==> config.mk <==
export PLATFORM = sky130hd
export DESIGN_NAME = issue_picker
export DESIGN_NICKNAME = d
export VERILOG_FILES = /design/src/rtl/issue_picker.sv
export SDC_FILE = /design/constraint.sdc
export NUM_CORES = 2
export LEC_CHECK = 0
export BUFFER_PORTS_ARGS = -buffer_cell sky130_fd_sc_hd__buf_4
export CAP_MARGIN = 30
export CORE_MARGIN = 3
export CORE_UTILIZATION = 45
export CTS_CLUSTER_SIZE = 14
export DETAILED_ROUTE_END_ITERATION = 7
export SLEW_MARGIN = 30
export SYNTH_ARGS = -nofsm -noshare
export SYNTH_HDL_FRONTEND = slang
export SYNTH_SLANG_ARGS = --single-unit
==> constraint.sdc <==
create_clock -name clk -period 12.2 [get_ports clk]
set_clock_uncertainty 0.15 [all_clocks]
set_input_delay 2.44 -clock clk [delete_from_list [all_inputs] [get_ports clk]]
set_output_delay 2.44 -clock clk [all_outputs]
set_load 0.02 [all_outputs]
==> src/rtl/issue_picker.sv <==
module issue_picker #(
  parameter int NCLS = 4,
  parameter int DEPTH = 4,
  parameter int W = 2,
  parameter int SEQW = 16,
  parameter int TAGW = 8,
  parameter int ILAT = 3,
  parameter logic [NCLS-1:0] NOFU_MASK = 4'b1000,
  parameter logic [NCLS-1:0] NPIPE_MASK = 4'b0100
) (
  input  logic                           clk,
  input  logic                           rst_n,
  input  logic                           ins_vld,
  input  logic [$clog2(NCLS)-1:0]        ins_cls,
  input  logic [SEQW-1:0]                ins_seq,
  input  logic [TAGW-1:0]                ins_tag,
  input  logic                           kill_vld,
  input  logic [SEQW-1:0]                kill_seq,
  input  logic [NCLS-1:0]                fu_free,
  input  logic                           dn_ready,
  output logic [W-1:0]                   iss_vld,
  output logic [W-1:0][TAGW-1:0]         iss_tag,
  output logic [W-1:0][$clog2(NCLS)-1:0] iss_cls,
  output logic [$clog2(W+1)-1:0]         iss_cnt,
  output logic [$clog2(NCLS+1)-1:0]      busy_cnt
);
  localparam int CW = $clog2(NCLS);
  localparam int DW = $clog2(DEPTH + 1);
  localparam int IW = $clog2(W + 1);
  localparam int BW = $clog2(NCLS + 1);
  localparam int LW = $clog2(ILAT + 1);

  logic [SEQW-1:0]  q_seq [NCLS][DEPTH];
  logic [TAGW-1:0]  q_tag [NCLS][DEPTH];
  logic [DEPTH-1:0] q_sq  [NCLS];
  logic [DW-1:0]    q_cnt [NCLS];
  logic [LW-1:0]    bz    [NCLS];

  logic [SEQW-1:0]  p_seq [NCLS][DEPTH];
  logic [TAGW-1:0]  p_tag [NCLS][DEPTH];
  logic [DEPTH-1:0] p_sq  [NCLS];
  logic [DW-1:0]    p_cnt [NCLS];
  logic [SEQW-1:0]  n_seq [NCLS][DEPTH];
  logic [TAGW-1:0]  n_tag [NCLS][DEPTH];
  logic [DEPTH-1:0] n_sq  [NCLS];
  logic [DW-1:0]    n_cnt [NCLS];

  logic [NCLS-1:0] live, unit_ok, cand, issue, reject, pop;
  logic [BW-1:0]   ahead [NCLS];
  logic [SEQW-1:0] slot_seq [W];

  always_comb begin
    for (int c = 0; c < NCLS; c++) begin
      live[c]    = (q_cnt[c] != '0) && !q_sq[c][0];
      unit_ok[c] = NOFU_MASK[c] || (fu_free[c] && bz[c] == '0);
    end
  end

  assign cand = live & unit_ok;

  always_comb begin
    for (int c = 0; c < NCLS; c++) begin
      ahead[c] = '0;
      for (int o = 0; o < NCLS; o++) begin
        if (o != c && cand[o] &&
            (q_seq[o][0] < q_seq[c][0] || (q_seq[o][0] == q_seq[c][0] && o < c)))
          ahead[c] = ahead[c] + BW'(1);
      end
      issue[c]  = cand[c] && dn_ready && int'(ahead[c]) < W;
      reject[c] = live[c] && !unit_ok[c] && dn_ready && int'(ahead[c]) < W;
      pop[c]    = issue[c] || (q_cnt[c] != '0 && q_sq[c][0]);
    end
  end

  always_comb begin
    iss_vld  = '0;
    iss_tag  = '0;
    iss_cls  = '0;
    iss_cnt  = '0;
    busy_cnt = '0;
    for (int k = 0; k < W; k++) slot_seq[k] = '0;
    for (int c = 0; c < NCLS; c++) begin
      if (issue[c])  iss_cnt  = iss_cnt + IW'(1);
      if (reject[c]) busy_cnt = busy_cnt + BW'(1);
    end
    for (int k = 0; k < W; k++) begin
      for (int c = 0; c < NCLS; c++) begin
        if (issue[c] && int'(ahead[c]) == k) begin
          iss_vld[k]  = 1'b1;
          iss_tag[k]  = q_tag[c][0];
          iss_cls[k]  = CW'(c);
          slot_seq[k] = q_seq[c][0];
        end
      end
    end
  end

  always_comb begin
    for (int c = 0; c < NCLS; c++) begin
      p_cnt[c] = q_cnt[c] - DW'(pop[c]);
      p_sq[c]  = q_sq[c];
      for (int j = 0; j < DEPTH; j++) begin
        p_seq[c][j] = q_seq[c][j];
        p_tag[c][j] = q_tag[c][j];
      end
      if (pop[c]) begin
        for (int j = 0; j < DEPTH - 1; j++) begin
          p_seq[c][j] = q_seq[c][j+1];
          p_tag[c][j] = q_tag[c][j+1];
          p_sq[c][j]  = q_sq[c][j+1];
        end
        p_sq[c][DEPTH-1] = 1'b0;
      end
    end
  end

  always_comb begin
    for (int c = 0; c < NCLS; c++) begin
      automatic logic hit = ins_vld && ins_cls == CW'(c) && int'(p_cnt[c]) < DEPTH;
      automatic int pos = 0;
      for (int j = 0; j < DEPTH; j++)
        if (j < int'(p_cnt[c]) && p_seq[c][j] < ins_seq) pos++;
      n_sq[c] = p_sq[c];
      for (int j = 0; j < DEPTH; j++) begin
        n_seq[c][j] = p_seq[c][j];
        n_tag[c][j] = p_tag[c][j];
      end
      for (int j = 1; j < DEPTH; j++) begin
        if (hit && j > pos) begin
          n_seq[c][j] = p_seq[c][j-1];
          n_tag[c][j] = p_tag[c][j-1];
          n_sq[c][j]  = p_sq[c][j-1];
        end
      end
      for (int j = 0; j < DEPTH; j++) begin
        if (hit && j == pos) begin
          n_seq[c][j] = ins_seq;
          n_tag[c][j] = ins_tag;
          n_sq[c][j]  = 1'b0;
        end
      end
      n_cnt[c] = p_cnt[c] + DW'(hit);
      for (int j = 0; j < DEPTH; j++) begin
        if (j >= int'(n_cnt[c]))
          n_sq[c][j] = 1'b0;
        else if (kill_vld && n_seq[c][j] > kill_seq)
          n_sq[c][j] = 1'b1;
      end
    end
  end

  always_ff @(posedge clk) begin
    if (!rst_n) begin
      for (int c = 0; c < NCLS; c++) begin
        q_cnt[c] <= '0;
        q_sq[c]  <= '0;
        bz[c]    <= '0;
      end
    end else begin
      q_seq <= n_seq;
      q_tag <= n_tag;
      q_sq  <= n_sq;
      q_cnt <= n_cnt;
      for (int c = 0; c < NCLS; c++) begin
        if (issue[c] && NPIPE_MASK[c])
          bz[c] <= LW'(ILAT - 1);
        else if (bz[c] != '0)
          bz[c] <= bz[c] - LW'(1);
      end
    end
  end

  a_r2_width_limit: assert property (@(posedge clk) disable iff (!rst_n)
    int'(iss_cnt) <= W);
  a_r2_stall_blocks: assert property (@(posedge clk) disable iff (!rst_n)
    !dn_ready |-> iss_cnt == '0 && busy_cnt == '0);

  for (genvar k = 0; k + 1 < W; k++) begin : g_slot
    a_r3_slot_age: assert property (@(posedge clk) disable iff (!rst_n)
      iss_vld[k+1] |-> iss_vld[k] && slot_seq[k] < slot_seq[k+1]);
  end

  for (genvar c = 0; c < NCLS; c++) begin : g_cls
    a_r4_marked_head_held: assert property (@(posedge clk) disable iff (!rst_n)
      (q_cnt[c] != '0 && q_sq[c][0]) |-> !issue[c]);
    a_r9_full_no_grow: assert property (@(posedge clk) disable iff (!rst_n)
      (ins_vld && ins_cls == CW'(c) && int'(q_cnt[c]) == DEPTH) |=> int'(q_cnt[c]) <= DEPTH && q_cnt[c] <= $past(q_cnt[c]));
    if (NOFU_MASK[c]) begin : g_nofu
      a_r6_nofu_grant: assert property (@(posedge clk) disable iff (!rst_n)
        (live[c] && dn_ready && int'(ahead[c]) < W) |-> issue[c]);
    end
    if (NPIPE_MASK[c] && ILAT > 1) begin : g_np
      a_r8_npipe_hold: assert property (@(posedge clk) disable iff (!rst_n)
        issue[c] |=> !issue[c]);
    end
  end
endmodule

==> impl_metrics.py <==
metrics = {
    "outcome": {
        "outcome": "finished, final reports clean",
    },
    "place": {
        "dp.final_hpwl_um": 100000,
        "portBuffers": 76,
        "routabilityCongestion": 0.900,
        "place_area_um2": 41300,
    },
    "floorplan": {
        "die-area_um2": 90600,
        "num_io_pins": 78,
        "fp.dieH_um": 301,
        "coreArea_um2": 85700,
        "rows": 107,
        "die_x_um": 301,
        "start_util_pct": 45.7,
    },
    "power_and_ir_drop": {
        "p_clk_share_pct": 16.0,
        "combPwrFrac_pct": 59.6,
        "seqPwrFrac_pct": 24.4,
        "power_switching_w": 0.00492,
        "ir_drop_v": 0.000333,
        "internal-power_w": 0.00552,
        "power.share.switching_pct": 47.1,
        "p_leak_nw": 19.2,
        "p_per_area_nw_per_um2": 242,
    },
    "clocking": {
        "ctsResizeCount": 0,
        "numCtsBuffers": 52,
        "cts_tree": "built",
        "postCtsHoldBufs": 0,
        "clockBufferDepth": 3,
        "h-tree-depth": 2,
        "clock-sinks": 418,
        "cts_root_buffer": "clkbuf_16",
        "clock_latency_ns": 0.63,
        "cts_setup_buffers": 0,
        "clk_pin_slew_ns": 0.06,
    },
    "finish": {
        "fin_nets": 5128,
        "area.growth.synth_to_final_pct": 9.97,
        "design_area_um2": 43100,
        "layout_commonest_cell": "ha_1",
        "final_cell_mix": "ha_1, nand2_1, edfxtp_1",
        "layout-drive-gt1-share_pct": 8.32,
    },
    "synth": {
        "synth_area_um2": 39200,
        "ys_types": 100,
        "synthArstFlopShare_pct": 0,
        "ys_seq_area_share_pct": 31.3,
        "synth_enable_flop_cells": 390,
        "synth_nets": 5101,
        "synthFlopType": "edfxtp_1",
        "avgSynthCellArea_um2": 8.88,
        "syn_inst": 4411,
        "ys_warn_count": 0,
        "ys_seq_elements": 418,
    },
    "min_path": {
        "hold_class": "flip-flop to flip-flop",
    },
    "critical_path": {
        "crit_slowest_cell": "a31oi_1",
        "crit_arrival_ns": 10.98,
        "cp_slowest_stage_delay_ns": 0.73,
        "timing_worst_setup_path_type": "flip-flop to flip-flop",
        "path_common_cell": "ha_1",
        "cp_max_fo": 51,
        "cp_data_required_time_ns": 12.56,
        "startpoint_type": "flip-flop",
        "end_kind": "flip-flop",
    },
    "routing": {
        "wl_met3_um": 13100,
        "wl_met2_um": 58300,
        "routedLengthMet1_um": 62400,
        "vias": 34600,
        "routedWlPerCell_um": 24.8,
        "drt_pass1_iterations": 6,
        "routed_wl_um": 139000,
        "drc": 0,
        "postRouteAntennaNets": 0,
        "drt-initial-drc-count": 3456,
        "dr.max_layer_used": "met4",
        "via_per_inst": 6.15,
    },
    "global_route": {
        "grt_pass1_wl_um": 207000,
        "grt_max_degree": 119,
        "antenna_found_initial": 2,
        "globalRouteOverflowTotal": 0,
        "grt_usage_pct": 30.2,
        "grt_pass1_vias": 32600,
    },
    "sta": {
        "hold_viol": 0,
        "fin_tns_setup_ns": 0,
        "timing.final.crit_share_pct": 87.1,
        "timing.fmax_ghz": 0.0941,
        "finalSetupViolCount": 0,
        "grt_setup_unrepaired": "no",
        "fin_crit_ns": 10.62,
        "maxSlewViolCount": 0,
        "slew_headroom_pct": 36.2,
        "worst_pin_slew_ns": 0.952,
    },
    "run": {
        "maxCapViolCount": 0,
    },
}
[worst max-delay path, delay by kind of cell, from the launching register on]
family	cells	cell delay [ns]
compound gates	19	3.69
fa+ha+maj	6	2.13
buf+inv	5	1.51
simple gates	8	1.44
flops	1	0.61
mux	2	0.55
xor+xnor	1	0.36
[logic make-up after synthesis]
kind of cell | share of synthesized area [%]
and+or+nand+nor | 15.3
AOI/OAI and AO/OA | 19.7
buffers and inverters | 4.91
xor gates and xnor gates | 0.527
DFF | 31.3
muxes | 7.64
adders and majority gates | 20.5
[power groups by stage]
stage | registers [W] | clock network (W) | logic [W]
3_5_place_dp | 0.00255 | 0 | 0.00611
6_report | 0.00255 | 0.00167 | 0.00622
2_1_floorplan | 0.00236 | 0 | 0.00445
4_1_cts | 0.00252 | 0.00169 | 0.00614
3_3_place_gp | 0.00254 | 0 | 0.00596
5_1_grt | 0.00257 | 0.00174 | 0.00699
[path summary, 6_finish.rpt]
kind                                           start                    end  slack [ns]  depth (start not counted)
worst max-delay path            q_seq[242]$_DFFE_PP_  q_sq[11]$_SDFFE_PP0P_        1.58                         41
worst min-delay path            q_sq[3]$_SDFFE_PP0P_   q_sq[3]$_SDFFE_PP0P_        0.34                          2
worst max register to register  q_seq[242]$_DFFE_PP_  q_sq[11]$_SDFFE_PP0P_        1.58                         41
worst min register to register  q_sq[3]$_SDFFE_PP0P_   q_sq[3]$_SDFFE_PP0P_        0.34                          2
[per-stage QoR]
stage | total power [W] | hold WS, ns | worst slack (ns) | cells | utilization (%)
2_1_floorplan | 0.00681 | 0.307 | 2.55 | 4411 | -
3_3_place_gp | 0.00850 | 0.322 | 1.25 | 5527 | 48.1
3_5_place_dp | 0.00866 | 0.334 | 1.13 | 5528 | 48.2
4_1_cts | 0.0104 | 0.343 | 1.65 | 5625 | 50.2
5_1_grt | 0.0113 | 0.361 | 1.08 | 5627 | 50.2
6_report | 0.0104 | 0.342 | 1.58 | 5629 | 50.3
[metal layers]
metal,global-route usage [%],vias up
met5,0,-
met4,10.5,0
met3,4.82,222
met2,45.2,1513
met1,44.1,16500
li1,-,16400
[Yosys cell counts, types with 8 or more instances]
library cell	n	area (um2)
dfxtp_1	28	561
nand2_1	612	2300
o22ai_1	29	181
and3_1	24	150
a21o_1	106	796
ha_1	635	7950
o21ai_0	288	1440
nor2_1	315	1180
nand2b_1	37	231
mux2_2	57	642
a21oi_1	348	1740
o21a_1	80	601
xnor2_1	13	114
nor4_1	20	125
nor2b_1	51	319
edfxtp_1	390	11700
a31oi_1	53	332
buf_2	37	185
mux2i_1	229	2290
a211oi_1	42	315
o31ai_1	21	158
or2_2	8	50.1
o2111ai_1	13	114
and2_1	36	225
inv_1	282	1060
clkbuf_1	143	537
nand3_1	61	305
and4_1	9	78.8
a221o_1	11	110
or3_1	11	68.8
nand4_1	93	582
a21boi_0	14	105
o211ai_1	89	668
a22oi_1	19	143
a2111oi_0	14	123
a221oi_1	14	123
buf_1	15	56.3
nor3_1	33	165
[cell type report]
cell class / instances / area [um2]
fillers: 8221 / 42600
repair buffers: 177 / 1390
clock inverters: 36 / 390
well taps: 1144 / 1430
diodes: 4 / 10.0
inverters: 286 / 1080
flip-flops and latches: 418 / 12300
clock buffers: 61 / 1390
multi-input cells: 3503 / 25100
[state kept, by name, indices dropped and copies added (netlist names)]
register and flops:
bz 6, p_seq 64, p_tag 32, q_cnt 12
q_seq 192, q_sq 16, q_tag 96
No activity file was read; power rests on OpenSTA's default activity.
